## src/rtl/dbgtrk_pkg.sv

```systemverilog
package dbgtrk_pkg;

    parameter int CTL_W     = 32;
    parameter int MSR_W     = 16;
    parameter int PEND_W    = 16;
    parameter int BRT_POS   = 1;   // branch-trap flag in the MSR image
    parameter int SSTEP_POS = 14;  // single-step pending bit

    typedef struct packed {
        logic [CTL_W-1:0]  ctl;
        logic [MSR_W-1:0]  msr;
        logic [PEND_W-1:0] pend;
    } dbg_img_t;

    typedef enum logic [1:0] {
        SS_KEEP = 2'd0,
        SS_SET  = 2'd1,
        SS_CLR  = 2'd2
    } ss_act_e;

    // Effect of an emulated MSR write on the single-step pending bit
    function automatic ss_act_e ss_action(input logic tf, input logic blk,
                                          input logic brt_new);
        if (!(tf && blk))
            return SS_KEEP;
        return brt_new ? SS_CLR : SS_SET;
    endfunction

endpackage

```

## src/rtl/dbgtrk_live.sv

```systemverilog
module dbgtrk_live
    import dbgtrk_pkg::*;
(
    input  logic             clk,
    input  logic             rst,
    input  logic             exit_stb,
    input  logic             entry_stb,
    input  logic             gst_ctl_we,
    input  logic [CTL_W-1:0] gst_ctl_wd,
    input  logic             gst_msr_we,
    input  logic [MSR_W-1:0] gst_msr_wd,
    input  dbg_img_t         saved,
    output dbg_img_t         live
);

    always_ff @(posedge clk) begin
        if (rst) begin
            live <= '0;
        end else if (entry_stb) begin
            live <= saved;
        end else if (!exit_stb) begin
            if (gst_ctl_we) live.ctl <= gst_ctl_wd;
            if (gst_msr_we) live.msr <= gst_msr_wd;
        end
    end

    p_entry_reload_r2: assert property (@(posedge clk) disable iff (rst)
        entry_stb |=> live == $past(saved));

    p_exit_freeze_r7: assert property (@(posedge clk) disable iff (rst)
        exit_stb && !entry_stb |=> $stable(live));

endmodule

```

## src/rtl/dbgtrk_save.sv

```systemverilog
module dbgtrk_save
    import dbgtrk_pkg::*;
(
    input  logic             clk,
    input  logic             rst,
    input  logic             exit_stb,
    input  logic [CTL_W-1:0] live_ctl,
    input  logic [MSR_W-1:0] live_msr,
    input  logic             emu_we,
    input  logic [MSR_W-1:0] emu_wd,
    input  logic             trap_flag,
    input  logic             dbg_blocked,
    output dbg_img_t         saved
);

    ss_act_e act;
    assign act = ss_action(trap_flag, dbg_blocked, emu_wd[BRT_POS]);

    always_ff @(posedge clk) begin
        if (rst) begin
            saved <= '0;
        end else if (exit_stb) begin
            saved.ctl <= live_ctl;
            saved.msr <= live_msr;
        end else if (emu_we) begin
            saved.msr <= emu_wd;
            case (act)
                SS_SET:  saved.pend[SSTEP_POS] <= 1'b1;
                SS_CLR:  saved.pend[SSTEP_POS] <= 1'b0;
                default: ;
            endcase
        end
    end

    p_exit_capture_r1: assert property (@(posedge clk) disable iff (rst)
        exit_stb |=> saved.ctl == $past(live_ctl) && saved.msr == $past(live_msr));

    p_ss_set_r4: assert property (@(posedge clk) disable iff (rst)
        emu_we && !exit_stb && trap_flag && dbg_blocked && !emu_wd[BRT_POS]
        |=> saved.pend[SSTEP_POS]);

    p_ss_clr_r5: assert property (@(posedge clk) disable iff (rst)
        emu_we && !exit_stb && trap_flag && dbg_blocked && emu_wd[BRT_POS]
        |=> !saved.pend[SSTEP_POS]);

    p_ss_hold_r6: assert property (@(posedge clk) disable iff (rst)
        emu_we && !exit_stb && !(trap_flag && dbg_blocked)
        |=> $stable(saved.pend) && saved.msr == $past(emu_wd));

    p_exit_wins_r8: assert property (@(posedge clk) disable iff (rst)
        exit_stb && emu_we |=> saved.msr == $past(live_msr) && $stable(saved.pend));

endmodule

```

## src/rtl/dbgtrk_pendflag.sv

```systemverilog
module dbgtrk_pendflag (
    input  logic clk,
    input  logic rst,
    input  logic entry_stb,
    input  logic saved_ss,
    output logic pend_valid
);

    always_ff @(posedge clk) begin
        if (rst) pend_valid <= 1'b0;
        else     pend_valid <= entry_stb && saved_ss;
    end

    p_valid_after_entry_r3: assert property (@(posedge clk) disable iff (rst)
        pend_valid |-> $past(entry_stb));

    p_valid_drops_r3: assert property (@(posedge clk) disable iff (rst)
        !entry_stb |=> !pend_valid);

endmodule

```

## src/rtl/dbg_pending_tracker.sv

```systemverilog
module dbg_pending_tracker
    import dbgtrk_pkg::*;
(
    input  logic              clk,
    input  logic              rst,
    input  logic              exit_stb,
    input  logic              entry_stb,
    input  logic              gst_ctl_we,
    input  logic [CTL_W-1:0]  gst_ctl_wd,
    input  logic              gst_msr_we,
    input  logic [MSR_W-1:0]  gst_msr_wd,
    input  logic              emu_we,
    input  logic [MSR_W-1:0]  emu_wd,
    input  logic              trap_flag,
    input  logic              dbg_blocked,
    output logic [CTL_W-1:0]  live_ctl,
    output logic [MSR_W-1:0]  live_msr,
    output logic [PEND_W-1:0] live_pend,
    output logic [CTL_W-1:0]  sav_ctl,
    output logic [MSR_W-1:0]  sav_msr,
    output logic [PEND_W-1:0] sav_pend,
    output logic              pend_valid
);

    dbg_img_t live;
    dbg_img_t saved;

    dbgtrk_live u_live (
        .clk        (clk),
        .rst        (rst),
        .exit_stb   (exit_stb),
        .entry_stb  (entry_stb),
        .gst_ctl_we (gst_ctl_we),
        .gst_ctl_wd (gst_ctl_wd),
        .gst_msr_we (gst_msr_we),
        .gst_msr_wd (gst_msr_wd),
        .saved      (saved),
        .live       (live)
    );

    dbgtrk_save u_save (
        .clk         (clk),
        .rst         (rst),
        .exit_stb    (exit_stb),
        .live_ctl    (live.ctl),
        .live_msr    (live.msr),
        .emu_we      (emu_we),
        .emu_wd      (emu_wd),
        .trap_flag   (trap_flag),
        .dbg_blocked (dbg_blocked),
        .saved       (saved)
    );

    dbgtrk_pendflag u_pend (
        .clk        (clk),
        .rst        (rst),
        .entry_stb  (entry_stb),
        .saved_ss   (saved.pend[SSTEP_POS]),
        .pend_valid (pend_valid)
    );

    assign live_ctl  = live.ctl;
    assign live_msr  = live.msr;
    assign live_pend = live.pend;
    assign sav_ctl   = saved.ctl;
    assign sav_msr   = saved.msr;
    assign sav_pend  = saved.pend;

    p_reset_clear_r9: assert property (@(posedge clk)
        rst |=> live == '0 && saved == '0 && !pend_valid);

endmodule

```

## config.mk

```make
export PLATFORM = sky130hd
export DESIGN_NAME = dbg_pending_tracker
export DESIGN_NICKNAME = d
export VERILOG_FILES = /design/src/rtl/dbgtrk_pkg.sv /design/src/rtl/dbgtrk_live.sv /design/src/rtl/dbgtrk_save.sv /design/src/rtl/dbgtrk_pendflag.sv /design/src/rtl/dbg_pending_tracker.sv
export SDC_FILE = /design/constraint.sdc
export NUM_CORES = 1
export LEC_CHECK = 0
export ABC_CLOCK_PERIOD_IN_PS = 2600
export BUFFER_PORTS_ARGS = -buffer_cell sky130_fd_sc_hd__clkbuf_2
export CORE_MARGIN = 2
export CORE_UTILIZATION = 52
export CTS_BUF_LIST = sky130_fd_sc_hd__clkbuf_8 sky130_fd_sc_hd__clkbuf_16
export DETAILED_ROUTE_END_ITERATION = 8
export PLACE_DENSITY = 0.86
export SYNTH_ARGS = -nofsm -noshare
export SYNTH_HDL_FRONTEND = slang
export SYNTH_SLANG_ARGS = --single-unit
```

## constraint.sdc

```tcl
create_clock -name clk -period 2.6 [get_ports clk]
set_input_delay 0.13 -clock clk [delete_from_list [all_inputs] [get_ports clk]]
set_output_delay 0.13 -clock clk [all_outputs]
set_load 0.03 [all_outputs]
```

Yosys cells after proc, flatten, opt, wreduce, memory -nomap -nowiden
Cells that the tools add are included.
W data, S select, Z words.

word-level totals
  bits of input ports = 73
  logic and storage cells = 29
  flip-flop bits (word level) = 99
  output and inout port bits = 129

operators by class
  muxes and demuxes = 9
  equality and inequality tests = 3
  reduce and logical (&&, ||, !) cells = 9
  bitwise logic cells = 1

operators by type and width
  cell                  number
  $mux W48              2
  $mux W16              3
  $mux W32              1
  $reduce_bool A2 Y1    4
  $mux W2               2
  $reduce_and A2 Y1     2
  $reduce_and A3 Y1     1
  $eq A2 B1 Y1 const B  1
  $eq A2 B2 Y1 const B  1
  $logic_and A1 B1 Y1   2
  $ne A2 B1 Y1 const B  1
  $pmux W1 S2           1
  $not A1 Y1            1

Logic depth before layout (Yosys ltp)
  depth in word-level cells = 5
  gate-level depth with buffers = 5

By module
From an unflattened synthesis, not the netlist that was laid out.

unflattened totals
  cells, all modules = 526
  area total of the unflattened synthesis = 5276.3 µm²

by module, submodules not included
  module           area an instance (µm²)  instances  cells each
  dbgtrk_live      3190.6                  1          328
  dbgtrk_save      2057.0                  1          196
  dbgtrk_pendflag  28.8                    1          2

Least setup slack after synthesis
OpenSTA, ideal clock, no wires.

  kind = register to register
  start = register u_save.saved[60] (netlist name)
  end = register u_live.live[60] (netlist name)
  cell stages (with the launch flop) = 3
  library setup time = 104 ps
  required time = 2496 ps
  data arrival time = 910 ps
  path slack = 1587 ps
  cell sequence = dfxtp_1 -> inv_1 -> a2111oi_2

on the way
  longest elaborated chain between the ends = 1

RTL lines
  item      line               source
  $mux W48  dbgtrk_live.sv:19  end else if (entry_stb) begin

No other way between the ends.
A chain may end at the register's enable or synchronous reset.

Worst setup path after layout
  start = input port entry_stb
  end = register u_live.live[20] (netlist name)

on the way
  longest elaborated chain between the ends = 2
  elaborated cells on any way between the ends = 4
  those cells by class = eq/ne: 1; mux: 1; reduce/logical: 2

RTL lines
  item                                                                 line                      source
  start: declaration                                                   dbg_pending_tracker.sv:7  input logic entry_stb,
  $ne A2 B1 Y1 (no source line) or $reduce_bool A2 Y1 (tied branches)  n/a
  $reduce_and A2 Y1 (no source line)                                   n/a

Several ways; a longest one is shown, not always the timed one.

==> results.cfg <==
[floorplan]
initial_core_util_pct = 54.2
die-height_um = 99.8
core-area_um2 = 8810
boundaryPins = 202
die_w_um = 99.8
fp.dieArea_um2 = 9970
rows = 34

[setup_path]
slowest_delay_ns = 0.54
path_cells = buf_4 > buf_12 > nor3_1 > a2111oi_1
slowest_stage = buf_4
worst_ep_required_time_ns = 2.83
critPathMaxFanout = 62
crit_type = in -> reg
critPathArrivalTime_ns = 1.56
endpoint_kind = flip-flop
start_kind = input pin

[power]
power_switching_mw = 1.07
pwr-share-clk_pct = 27.6
swShare_pct = 32.3
p_total_mw = 3.29
power_density_nw_per_um2 = 583
p_leak_nw = 2.47
p_comb_share_pct = 21.8
p_seq_share_pct = 50.6
p_int_mw = 2.23
irDropWorstVdd_uv = 338

[clock_network]
cts.sinks = 99
cts-buffers-inserted = 9
insertion_delay_ns = 0.35
cts_resized = 0
clk_pin_slew_ns = 0.10
root_buffer = clkbuf_8
cts.htree.levels = 3
cts_tree = built
ctsLongestPathBuffers = 2

[global_routing]
use_met1_pct = 26.3
grt_overflow_total = 0
busiest_layer = met2
antenna_found_initial = 0
grt_pass1_vias = 3720
grt_pass1_wl_mm = 17.9
grt_usage_pct = 22.1
gr-usage-met3_pct = 7.24
grtUsageMet2_pct = 38.8
grt_max_degree = 67

[placed_design]
port_buffers = 171
dp.cells = 749
routabilityCongestion = 0.795
post-dp-hpwl_mm = 7.97

[sta]
fin_hold_ws_ns = 0.131
slew_headroom_pct = 42.8
worstMarginPinSlew_ns = 0.858
rsz0062_at_grt = false
setup_violations = 0
tns_ns = 0
fin_skew_ns = 0.00905
drv_slew = 0
maxClockFrequency_ghz = 0.751
finalCritPeriodShare_pct = 51.2
min_period_ns = 1.33
finalHoldViolCount = 0

[outcome]
status = completed

[run]
maxCapViolations = 0

[detailed_routing]
vias_per_cell = 5.33
routed_wl_mm = 11.2
dr.pass1.iters = 5
drt_iter0_markers = 119
antenna_left = 0
vias = 4080
wl_per_cell_um = 14.6
drc_errors = 0

[synth]
avgSynthCellArea_um2 = 9.39
yosysWarningCount = 0
ys_seq_area_share_pct = 41.5
syn_area_um2 = 4780
synth_cell_types = 21
ys_seq_elements = 99
syn-instance-count = 509

[cells_and_area]
antenna-diode-count = 0
final_common_cell = clkbuf_2
area_growth_pct = 18.4
drive_gt1_share_pct = 36.9
final_cells = 766
layout_common_cells = clkbuf_2, dfxtp_1, nor3_1
final_nets = 726

[min_path]
min_path_type = in -> reg
==> layout make-up <==
cell class | instances | area, µm²
Clock buffer | 11 | 151
Inverter | 48 | 180
Multi-Input combinational cell | 313 | 2220
Tap cell | 108 | 135
Sequential cell | 99 | 1980
Timing Repair Buffer | 182 | 958
Fill cell | 765 | 3150
Clock inverter | 5 | 30.0
==> state kept, by name, indices dropped and copies added (netlist names) <==
register,flops
u_save.saved,49
u_pend.pend_valid,1
u_live.live,49
==> layer usage <==
metal / share of wire, % / up-vias
met1: 42 / 1933
met4: 0.88 / 0
met2: 50 / 149
met3: 7.1 / 11
li1: - / 1987
met5: 0 / -
==> power groups by stage <==
stage | registers, mW | clock network (mW) | logic (mW)
2_1_floorplan | 1.85 | 0 | 0.412
3_3_place_gp | 1.70 | 0 | 0.701
3_5_place_dp | 1.70 | 0 | 0.717
4_1_cts | 1.67 | 0.934 | 0.720
5_1_grt | 1.68 | 0.994 | 0.770
6_report | 1.67 | 0.909 | 0.718
==> logic make-up (layout without fill, tap and decap cells) <==
| family | count (synthesis) | after routing | share of synthesized area, % |
|---|---|---|---|
| muxes | 48 | 48 | 10.1 |
| and+or+nand+nor | 169 | 169 | 17.0 |
| other | 1 | 30 | 0.0785 |
| DFF | 99 | 99 | 41.5 |
| buffers and inverters | 126 | 246 | 14.4 |
| AOI/OAI and AO/OA | 66 | 66 | 16.9 |
==> worst max-delay path, delay by kind of cell <==
kind,cells,cell delay [ns]
compound gates,1,0.36
buf+inv,2,0.91
simple gates,1,0.10
==> path summary, 6_finish.rpt <==
check / startpoint / endpoint / slack [ns] / cells after the start
worst max-delay path: entry_stb / u_live.live[20] / 1.27 / 4
worst min-delay path: gst_ctl_wd[20] / u_live.live[52] / 0.13 / 3
worst min register to register: u_save.saved[19] / u_live.live[19] / 0.49 / 2
worst max register to register: u_save.saved[20] / u_live.live[20] / 1.67 / 2
==> what timing repair did <==
| action | in CTS | in global routing |
|---|---|---|
| hold buffers | 1 | 0 |
| endpoints found under the hold margin | 1 | 0 |
| buffers inserted | 0 | 0 |
==> synthesized netlist by cell type (all sizes together) <==
library cell / instances / area, µm²
a2111oi: 48 / 716
a211oi: 1 / 7.51
a21oi: 1 / 5.00
and4b: 1 / 10.0
buf: 69 / 473
clkbuf: 9 / 36.3
conb: 1 / 3.75
dfxtp: 99 / 1980
inv: 48 / 180
mux2i: 48 / 480
nand2: 17 / 63.8
nand2b: 3 / 18.8
nor2: 34 / 128
nor2b: 18 / 113
nor3: 96 / 480
o21ai: 16 / 80.1
==> stage by stage <==
step	area [µm²]	utilization (%)	worst slack, ns
finish	5650	64.2	1.27
global placement	5460	62.0	1.01
floorplan	4890	-	1.59
CTS	5650	64.2	1.30
global route	5650	64.2	1.16
detailed placement	5460	62.0	0.922
(Power assumes the default switching activity.)
